===== config.mk =====
export PLATFORM = sky130hd
export DESIGN_NAME = f64_mod_i32
export DESIGN_NICKNAME = d
export VERILOG_FILES = /design/src/rtl/f64w_pkg.sv /design/src/rtl/f64w_classify.sv /design/src/rtl/f64w_lshift.sv /design/src/rtl/f64w_window.sv /design/src/rtl/f64w_finish.sv /design/src/rtl/f64_mod_i32.sv
export SDC_FILE = /design/constraint.sdc
export NUM_CORES = 1
export LEC_CHECK = 0
export ABC_AREA = 1
export BUFFER_PORTS_ARGS = -buffer_cell sky130_fd_sc_hd__buf_4
export CAP_MARGIN = 30
export CORE_ASPECT_RATIO = 0.9
export CORE_MARGIN = 1
export CORE_UTILIZATION = 35
export DETAILED_ROUTE_END_ITERATION = 12
export HOLD_SLACK_MARGIN = 0.03
export PLACE_DENSITY = 0.65
export SYNTH_ARGS = -nofsm -noshare
export SYNTH_HDL_FRONTEND = slang
export SYNTH_SLANG_ARGS = --single-unit
export TNS_END_PERCENT = 20

===== constraint.sdc =====
create_clock -name clk -period 7.3 [get_ports clk]
set_input_delay 0.73 -clock clk [delete_from_list [all_inputs] [get_ports clk]]
set_output_delay 0.73 -clock clk [all_outputs]
set_load 0.03 [all_outputs]

===== src/rtl/f64w_pkg.sv =====
package f64w_pkg;
  localparam int F64_W    = 64;
  localparam int EXP_W    = 11;
  localparam int FRAC_W   = 52;
  localparam int MANT_W   = FRAC_W + 1;
  localparam int EXP_BIAS = 1023;
  localparam int INT_W    = 32;
  // Beyond this left shift no integer bit below bit INT_W can be nonzero.
  localparam int MAX_SH   = INT_W + FRAC_W - 1;
  localparam int SH_W     = $clog2(MAX_SH + 1);
  localparam int WIDE_W   = MANT_W + MAX_SH;
  localparam int FLAG_W   = 5;
  localparam int FLG_NV   = 4;
  localparam int FLG_NX   = 0;
  localparam int RM_W     = 3;
  localparam int SEL_W    = 5;
  localparam logic [SEL_W-1:0] SEL_WRAP = 5'd8;
  localparam logic [RM_W-1:0]  RM_RTZ   = 3'd1;

  typedef enum logic [2:0] {
    CLS_ZERO = 3'd0,
    CLS_SUB  = 3'd1,
    CLS_NORM = 3'd2,
    CLS_INF  = 3'd3,
    CLS_NAN  = 3'd4
  } fcls_e;

  typedef struct packed {
    logic             valid;
    logic             illegal;
    logic             sign;
    fcls_e            cls;
    logic [INT_W-1:0] mag_lo;
    logic             frac_nz;
    logic             over;
    logic             neg_edge;
  } s1_t;
endpackage


===== src/rtl/f64w_classify.sv =====
module f64w_classify
  import f64w_pkg::*;
(
  input  logic [F64_W-1:0]  operand,
  output logic              sign,
  output fcls_e             cls,
  output logic [MANT_W-1:0] mant,
  output logic [SH_W-1:0]   shamt,
  output logic              tiny,
  output logic              huge
);
  localparam logic [EXP_W-1:0] BIAS_V = EXP_W'(EXP_BIAS);
  localparam logic [EXP_W-1:0] HUGE_V = EXP_W'(EXP_BIAS + MAX_SH + 1);

  logic [EXP_W-1:0]  ex;
  logic [FRAC_W-1:0] fr;
  logic              ex_max;

  assign sign   = operand[F64_W-1];
  assign ex     = operand[F64_W-2 -: EXP_W];
  assign fr     = operand[FRAC_W-1:0];
  assign ex_max = (ex == '1);

  always_comb begin
    if (ex_max)         cls = (fr == '0) ? CLS_INF : CLS_NAN;
    else if (ex == '0)  cls = (fr == '0) ? CLS_ZERO : CLS_SUB;
    else                cls = CLS_NORM;
  end

  assign mant  = {(ex != '0), fr};
  assign tiny  = (ex < BIAS_V);
  assign huge  = (ex >= HUGE_V);
  assign shamt = (tiny || huge) ? '0 : SH_W'(ex - BIAS_V);
endmodule


===== src/rtl/f64w_lshift.sv =====
module f64w_lshift #(
  parameter int IN_W  = 53,
  parameter int OUT_W = 136,
  parameter int SH_W  = 7
) (
  input  logic [IN_W-1:0]  din,
  input  logic [SH_W-1:0]  sh,
  output logic [OUT_W-1:0] dout
);
  logic [OUT_W-1:0] stg [0:SH_W];

  assign stg[0] = OUT_W'(din);

  for (genvar k = 0; k < SH_W; k++) begin : g_stage
    assign stg[k+1] = sh[k] ? (stg[k] << (1 << k)) : stg[k];
  end

  assign dout = stg[SH_W];
endmodule


===== src/rtl/f64w_window.sv =====
module f64w_window
  import f64w_pkg::*;
(
  input  logic [WIDE_W-1:0] wide,
  input  logic              tiny,
  input  logic              huge,
  input  fcls_e             cls,
  output logic [INT_W-1:0]  mag_lo,
  output logic              frac_nz,
  output logic              over,
  output logic              neg_edge
);
  localparam int TOP_OK = FRAC_W + INT_W - 1;

  logic [INT_W-1:0] w_lo;
  logic             w_frac;
  logic             w_over;
  logic             w_edge;

  assign w_lo   = wide[FRAC_W +: INT_W];
  assign w_frac = |wide[FRAC_W-1:0];
  assign w_over = |wide[WIDE_W-1:TOP_OK];
  assign w_edge = wide[TOP_OK] && !(|wide[WIDE_W-1:TOP_OK+1])
                  && !(|wide[TOP_OK-1:FRAC_W]);

  always_comb begin
    if (tiny) begin
      mag_lo   = '0;
      frac_nz  = (cls != CLS_ZERO);
      over     = 1'b0;
      neg_edge = 1'b0;
    end else if (huge) begin
      mag_lo   = '0;
      frac_nz  = 1'b0;
      over     = 1'b1;
      neg_edge = 1'b0;
    end else begin
      mag_lo   = w_lo;
      frac_nz  = w_frac;
      over     = w_over;
      neg_edge = w_edge;
    end
  end
endmodule


===== src/rtl/f64w_finish.sv =====
module f64w_finish
  import f64w_pkg::*;
#(
  parameter int XLEN = 64
) (
  input  s1_t               s1,
  output logic [XLEN-1:0]   res,
  output logic [FLAG_W-1:0] flg,
  output logic              ill
);
  logic             special;
  logic             in_rng;
  logic             nv;
  logic             nx;
  logic [INT_W-1:0] low;

  assign special = (s1.cls == CLS_INF) || (s1.cls == CLS_NAN);
  assign in_rng  = !s1.over || (s1.sign && s1.neg_edge);
  assign nv      = special || !in_rng;
  assign nx      = !nv && s1.frac_nz;
  assign low     = s1.sign ? (~s1.mag_lo + 1'b1) : s1.mag_lo;

  always_comb begin
    res = '0;
    flg = '0;
    ill = 1'b0;
    if (s1.valid) begin
      if (s1.illegal) begin
        ill = 1'b1;
      end else begin
        flg[FLG_NV] = nv;
        flg[FLG_NX] = nx;
        if (!special) res = {{(XLEN-INT_W){low[INT_W-1]}}, low};
      end
    end
  end
endmodule


===== src/rtl/f64_mod_i32.sv =====
module f64_mod_i32
  import f64w_pkg::*;
#(
  parameter int XLEN = 64
) (
  input  logic              clk,
  input  logic              rst,
  input  logic              in_valid,
  input  logic [63:0]       operand,
  input  logic [2:0]        rm_fld,
  input  logic [4:0]        op_sel,
  output logic              out_valid,
  output logic [XLEN-1:0]   result,
  output logic [4:0]        flags,
  output logic              illegal
);
  logic              c_sign;
  fcls_e             c_cls;
  logic [MANT_W-1:0] c_mant;
  logic [SH_W-1:0]   c_sh;
  logic              c_tiny;
  logic              c_huge;
  logic [WIDE_W-1:0] c_wide;
  logic [INT_W-1:0]  c_lo;
  logic              c_frac;
  logic              c_over;
  logic              c_edge;
  s1_t               s1_d;
  s1_t               s1_q;
  logic [XLEN-1:0]   f_res;
  logic [FLAG_W-1:0] f_flg;
  logic              f_ill;

  f64w_classify u_cls (
    .operand (operand),
    .sign    (c_sign),
    .cls     (c_cls),
    .mant    (c_mant),
    .shamt   (c_sh),
    .tiny    (c_tiny),
    .huge    (c_huge)
  );

  f64w_lshift #(.IN_W(MANT_W), .OUT_W(WIDE_W), .SH_W(SH_W)) u_sh (
    .din  (c_mant),
    .sh   (c_sh),
    .dout (c_wide)
  );

  f64w_window u_win (
    .wide     (c_wide),
    .tiny     (c_tiny),
    .huge     (c_huge),
    .cls      (c_cls),
    .mag_lo   (c_lo),
    .frac_nz  (c_frac),
    .over     (c_over),
    .neg_edge (c_edge)
  );

  always_comb begin
    s1_d          = '0;
    s1_d.cls      = CLS_ZERO;
    if (in_valid) begin
      s1_d.valid    = 1'b1;
      s1_d.illegal  = (op_sel != SEL_WRAP) || (rm_fld != RM_RTZ);
      s1_d.sign     = c_sign;
      s1_d.cls      = c_cls;
      s1_d.mag_lo   = c_lo;
      s1_d.frac_nz  = c_frac;
      s1_d.over     = c_over;
      s1_d.neg_edge = c_edge;
    end
  end

  always_ff @(posedge clk) begin
    if (rst) begin
      s1_q     <= '0;
      s1_q.cls <= CLS_ZERO;
    end else begin
      s1_q <= s1_d;
    end
  end

  f64w_finish #(.XLEN(XLEN)) u_fin (
    .s1  (s1_q),
    .res (f_res),
    .flg (f_flg),
    .ill (f_ill)
  );

  always_ff @(posedge clk) begin
    if (rst) begin
      out_valid <= 1'b0;
      result    <= '0;
      flags     <= '0;
      illegal   <= 1'b0;
    end else begin
      out_valid <= s1_q.valid;
      result    <= f_res;
      flags     <= f_flg;
      illegal   <= f_ill;
    end
  end

  // two-cycle latency of the strobe
  a_r1_latency_on: assert property (@(posedge clk) disable iff (rst)
    in_valid |=> ##1 out_valid);
  a_r1_latency_off: assert property (@(posedge clk) disable iff (rst)
    !in_valid |=> ##1 !out_valid);
  // specials give zero with invalid only
  a_r3_special_zero: assert property (@(posedge clk) disable iff (rst)
    (s1_q.valid && !s1_q.illegal && (s1_q.cls == CLS_INF || s1_q.cls == CLS_NAN))
    |=> (result == '0 && flags == 5'b10000));
  // zero operand is silent
  a_r6_zero_quiet: assert property (@(posedge clk) disable iff (rst)
    (s1_q.valid && !s1_q.illegal && s1_q.cls == CLS_ZERO)
    |=> (result == '0 && flags == '0));
  // reserved encodings produce nothing
  a_r8_illegal_quiet: assert property (@(posedge clk) disable iff (rst)
    (s1_q.valid && s1_q.illegal) |=> (illegal && result == '0 && flags == '0));
  // flag layout
  a_r9_flag_layout: assert property (@(posedge clk) disable iff (rst)
    out_valid |-> (flags[3:1] == '0 && !(flags[4] && flags[0])));
  // idle output cycles carry zeros
  a_r1_idle_zero: assert property (@(posedge clk) disable iff (rst)
    !out_valid |-> (result == '0 && flags == '0 && !illegal));

  if (XLEN > INT_W) begin : g_sext_chk
    // upper bits replicate bit 31
    a_r2_sign_ext: assert property (@(posedge clk) disable iff (rst)
      out_valid |-> (result[XLEN-1:INT_W] == {(XLEN-INT_W){result[INT_W-1]}}));
  end
endmodule


# Word-level counts from Yosys, hierarchy flattened
# Index checks and enable logic that the tools add are counted.
# Widths: inputs -> output; s select.
# classes
n_addsub	2
magnitude_cmp	2
n_eq_ne	5
n_mux	23
n_bitwise	3
n_reduce_logical	28
# ops
cell	n
$mux 136	6
$reduce_or 52->1	2
$mux 32	3
$mux 54	1
$reduce_or 53->1	1
$logic_not 52->1	1
$mux 41	1
$add 32x1->32 const B	1
$not 32->32	1
$reduce_or 31->1	1
$eq 11x11->1 const B	1
$ge 11x11->1 const B	1
$logic_not 11->1	1
$lt 11x10->1 const B	1
$reduce_bool 11->1	1
$mux 3	3
$mux 1	8
$reduce_or 4->1	2
$mux 7	1
$sub 7x7->7 const B	1
$reduce_or 3->1	2
$logic_not 1->1	5
$logic_or 1x1->1	5
$ne 5x4->1 const B	1
other kinds (7)	12
# totals
reg_bits	80
input_bits	75
output_inout_bits	71
wordCells	76

# Depth between registers and ports, before layout
# depth
ltp_word	17
ltp_mapped	26
ltp_nobuf	25

# Modules after synthesis
# A second synthesis with hierarchy kept.
# hier_totals
hier_cells	2222
area_unflattened_um2	11816.3
# modules_own_cells
module	n_inst	cells_each	area_each_um2	seq_area_each_um2
f64w_lshift	1	1170	5300.1	0.0
f64_mod_i32	1	357	3234.4	2242.2
f64w_finish	1	305	1476.4	0.0
f64w_classify	1	163	904.6	0.0
f64w_window	1	227	900.9	0.0

# Worst setup path after synthesis
# Ideal clock, no wire load.
# synth_path
path_type	input-to-reg
start	input operand[52]
end	register s1_q[1] (netlist name)
setup_time_ns	0.119
t_arrival_ns	3.155
required_time_ns	7.181
path_slack_ns	4.027
stages	20
n_path_buf	4
cell_sequence	inv_1 -> clkbuf_1 -> clkbuf_1 -> ha_1 -> nand3_2 -> buf_4 -> buf_2 -> nand3_1 -> nand3_1 -> nand2_1 -> nand2_1 -> nand3_1 -> nand3_1 -> nand2_1 -> nor2_1 -> nand3_1 -> o21bai_1 -> nand2_1 -> nor2_1 -> a21oi_1
# synth_via
elab_chain_len	12
elab_cells_between_ends	16
classes_between	add/sub (1); order compare (2); mux (9); reduce/logical (4)
# synth_lines
element	line	source
start: declaration	f64_mod_i32.sv:9	input logic [63:0] operand,
$lt 11x10->1 or $ge 11x11->1 (tied branches)	f64w_classify.sv:31, f64w_classify.sv:32	
$logic_or 1x1->1	f64w_classify.sv:33	assign shamt = (tiny || huge) ? '0 : SH_W'(ex - BIAS_V);
$mux 7	f64w_classify.sv:33	
$mux 54	f64w_lshift.sv:15	assign stg[k+1] = sh[k] ? (stg[k] << (1 << k)) : stg[k];
$mux 136 (6 in series)	f64w_lshift.sv:15	
$reduce_or 53->1	f64w_window.sv:22	assign w_over = |wide[WIDE_W-1:TOP_OK];
$mux 1	f64w_window.sv:32	end else if (huge) begin
end: declaration	f64_mod_i32.sv:29	s1_t s1_q;
# Parallel ways exist; a longest one is shown, timed or not.
# A chain may end at the register's enable or synchronous reset.

# Worst setup path in the final report
# layout_path
start	input operand[61]
end	register s1_q[0] (netlist name)
# layout_via
elab_chain_len	14
elab_cells_between_ends	19
classes_between	order compare (2); mux (8); reduce/logical (9)
# layout_lines
element	line	source
$lt 11x10->1 or $ge 11x11->1 (tied branches)	f64w_classify.sv:31, f64w_classify.sv:32	
$logic_or 1x1->1	f64w_classify.sv:33	
$mux 7	f64w_classify.sv:33	
$mux 54	f64w_lshift.sv:15	
$mux 136 (6 in series)	f64w_lshift.sv:15	
$reduce_or 52->1	f64w_window.sv:23	assign w_edge = wide[TOP_OK] && !(|wide[WIDE_W-1:TOP_OK+1])
$logic_not 1->1	f64w_window.sv:23	
$logic_and 1x1->1	f64w_window.sv:23	
$logic_and 1x1->1	f64w_window.sv:24	&& !(|wide[TOP_OK-1:FRAC_W]);
# Parallel ways exist; a longest one is shown, timed or not.

==> results.md <==
* Outcome: completed
* CTS Buf Count at 9
* Clk_lat worst skew at 330 ps
* Worst EP arrival at 5250 ps
* Final TNS setup at 0 ps
* Number of global-route vias before repair at 11096
* Initial DRT Pass Iterations at 9
* Internal power at 0.8937 mW
* R2R depth at 19
* Maxcap violations at 0
* CTS HTree Levels at 3
* GRT Total Usage at 27.18%
* Logic gate share of total power at 43.9%
* Placed cells at 2123
* GPL Wtd Cong at 1.070
* WHS Endpoint: illegal$_SDFF_PP0_
* Post-DRT Antenna Nets at 0
* Synth area leader: nand3_1
* Fmax at 200.8 MHz
* Synth Warn # at 0
* First-pass GRT wire length at 59930 um
* Hold Path Cell Cnt at 2
* Final std cells w/o fill at 2139
* Core box area at 0.02628 mm^2
* Kind of critical path: in -> reg
* Chip height at 158 um
* Std cell rows at 56
* Syn Std Cell Area at 0.009464 mm^2
* Clock root cell: clkbuf_16
* Total power at 1.558 mW
* DRC at 0
* Min Tclk post-route at 4980 ps
* Routed wire length at 38020 um
* Switch share at 42.63%
* R2r setup slk at 4290 ps
* DR vias at 12227
* Clock power share at 28.5%
* Register share of total power at 27.6%
* Final Net Count at 1864
* Share of the synthesized area in the top cell type at 25.97%
* Initial antenna violation count at 0
* EDFF count, synth at 0
* Layout Utilization at 40.25%
* Die Wd at 175.3 um
* RSZ-0062 raised after global routing: no
* Tightest Hold Check Type: reg -> reg
* HPWL Detailed at 30070 um
* Vias/cell at 5.716
* R2r startpoint: s1_q[3]$_SDFF_PP0_
* Cell with the most instances after synthesis: nand2_1
* Synth top area cells: nand3_1, nand2_1, dfxtp_1
* Slew @ Worst Pin at 1006 ps
* Final Max Slew Viols at 0
* Most common library cells after synthesis: nand2_1, nand3_1, nor2_1
* Final Hold Vio Count at 0
* Synth Flop Type: dfxtp_1
* Syn avg cell area at 5.371 um^2
* Crit path launch type: input port
* Clock tree buffer depth at 2
* Final setup fails at 0
* Post_cts resized at 0
* IO Count at 146
* Pwr dens at 147.3 mW/mm^2
* #FFs+latches synth at 77
* Cell count after synthesis at 1762
* Peak VDD IR at 123.4 uV
* Slew HR at 32.81%
* Antenna diodes at 0
* P_leak at 5.377 nW
* Sequential element share of the synthesized area at 16.29%
* Worst Hold Launch: s1_q[39]$_SDFF_PP0_
* Kind of end point of the critical path: register
* FF-to-FF End: result[26]$_SDFF_PP0_
* Post-CTS Setup Inserts at 0
* Grt ovf at 0
* Iteration-0 DRC count of the detailed router at 1537
* DR WL/cell at 17.77 um
* Area Growth Syn to Fin at 11.75%
* TritonCTS sink count at 77
* Clk pin slew, worst setup/hold paths at 60 ps
* Switching pwr at 0.6642 mW
* CTS tree: built
* Hold_buf cts at 0
* Initial core utilization at 36.02%
* Post-synth ARST share at 0%
* Synth unique cells at 41
* Crit-path max FO at 70
* Critical Path RT at 7570 ps
* Layout cells sized above 1 at 11.67%
* Clock Skew at 7.968 ps
* Fin crit share at 68.23%
* Pin count of the biggest net entering global routing at 74
* PortBufs at 142
* Die Area at 0.02770 mm^2
==> worst max-delay path, stage by stage <==
cell	delay (ps)
buf_4	90
inv_1	50
nor3_1	180
nand3_1	110
nand2_2	70
buf_4	510
nand2_4	150
inv_2	120
nand2_4	370
inv_2	930
buf_4	350
nand3_1	130
nand3_1	130
nand2_1	70
nand2_1	50
nand2_1	70
o21ai_1	260
nand2_1	180
nor2_1	150
a21oi_1	90
nor2_1	210
nand3_1	110
nor2_1	90
==> how the worst max path moves through the flow <==
stage | cells past startpoint | slack [ps] | startpoint | end
2_1_floorplan | 20 | 4030 | operand[52] | s1_q[1]$_SDFF_PP0_
3_3_place_gp | 23 | 2100 | operand[61] | s1_q[0]$_SDFF_PP0_
3_5_place_dp | 23 | 2110 | operand[61] | s1_q[0]$_SDFF_PP0_
4_1_cts | 23 | 2450 | operand[61] | s1_q[0]$_SDFF_PP0_
5_1_grt | 23 | 1960 | operand[61] | s1_q[0]$_SDFF_PP0_
6_report | 23 | 2320 | operand[61] | s1_q[0]$_SDFF_PP0_
==> state kept, by name, summed over array words and instances (netlist names) <==
signal     cells
out_valid      1
illegal        1
flags          2
result        32
s1_q          41
==> stage by stage <==
| step | setup WS [ps] | hold WS, ps | cell area, um^2 |
|---|---|---|---|
| after detailed placement | 2115 | 431.2 | 10280 |
| after global routing | 1959 | 452.3 | 10580 |
| after floorplan | 4027 | 407.8 | 9472 |
| after global placement | 2101 | 429.6 | 10280 |
| final | 2320 | 437.8 | 10580 |
| after CTS | 2447 | 439.9 | 10580 |
==> routing by layer <==
metal / share of wire (%) / up-vias / global-route usage, %
met5: 0 / - / 0
met4: 2.3 / 0 / 6.832
met3: 8.8 / 71 / 4.587
met2: 45 / 625 / 45.50
met1: 44 / 5578 / 36.06
li1: - / 5953 / -
==> cell families (layout without fill, tap and decap cells) <==
kind of cell,Yosys count,in the layout,synth area share (%)
buffers and inverters,276,303,13.80
other,1,3,0.03962
AOI/OAI and AO/OA,98,98,5.526
xor gates and xnor gates,2,2,0.1851
adders and majority gates,3,3,0.3967
DFF,77,77,16.29
and+or+nand+nor,1305,1305,63.76
==> power groups by stage <==
stage	Combinational (mW)	Sequential, mW	Clock (mW)
final	0.683	0.430	0.444
after global routing	0.752	0.431	0.474
after CTS	0.664	0.430	0.457
after detailed placement	0.662	0.440	0
after global placement	0.664	0.439	0
after floorplan	0.468	0.441	0
==> layout by cell type (no fill, tap or decap), types with 2 or more instances in the layout <==
master,instances
and3_1,8
nand4_1,87
o21ai_1,14
nand3_1,491
clkinv_4,2
dfxtp_1,77
nor3b_1,13
nor3_2,5
nor3_1,38
nand2_2,3
inv_2,13
o21a_1,6
and2_1,6
o21ai_0,11
nand2_4,2
buf_4,159
nand3_2,2
inv_1,111
nor2_1,122
clkinv_1,4
nand3b_1,5
a21oi_1,61
xor2_1,2
conb_1,3
inv_6,2
clkbuf_16,9
nand2_1,501
nor4_1,13
ha_1,3
nor2_2,5
==> area by class of cell <==
| cell class | instances | area (um^2) |
|---|---|---|
| Timing Repair Buffer | 159 | 1194 |
| Multi-Input combinational cell | 1411 | 6626 |
| Inverter | 128 | 480.5 |
| Fill cell | 2950 | 15700 |
| Tap cell | 348 | 435.4 |
| Clock buffer | 10 | 229.0 |
| Clock inverter | 6 | 70.07 |
| Sequential cell | 77 | 1541 |
Power figures use the tool's default switching activity.
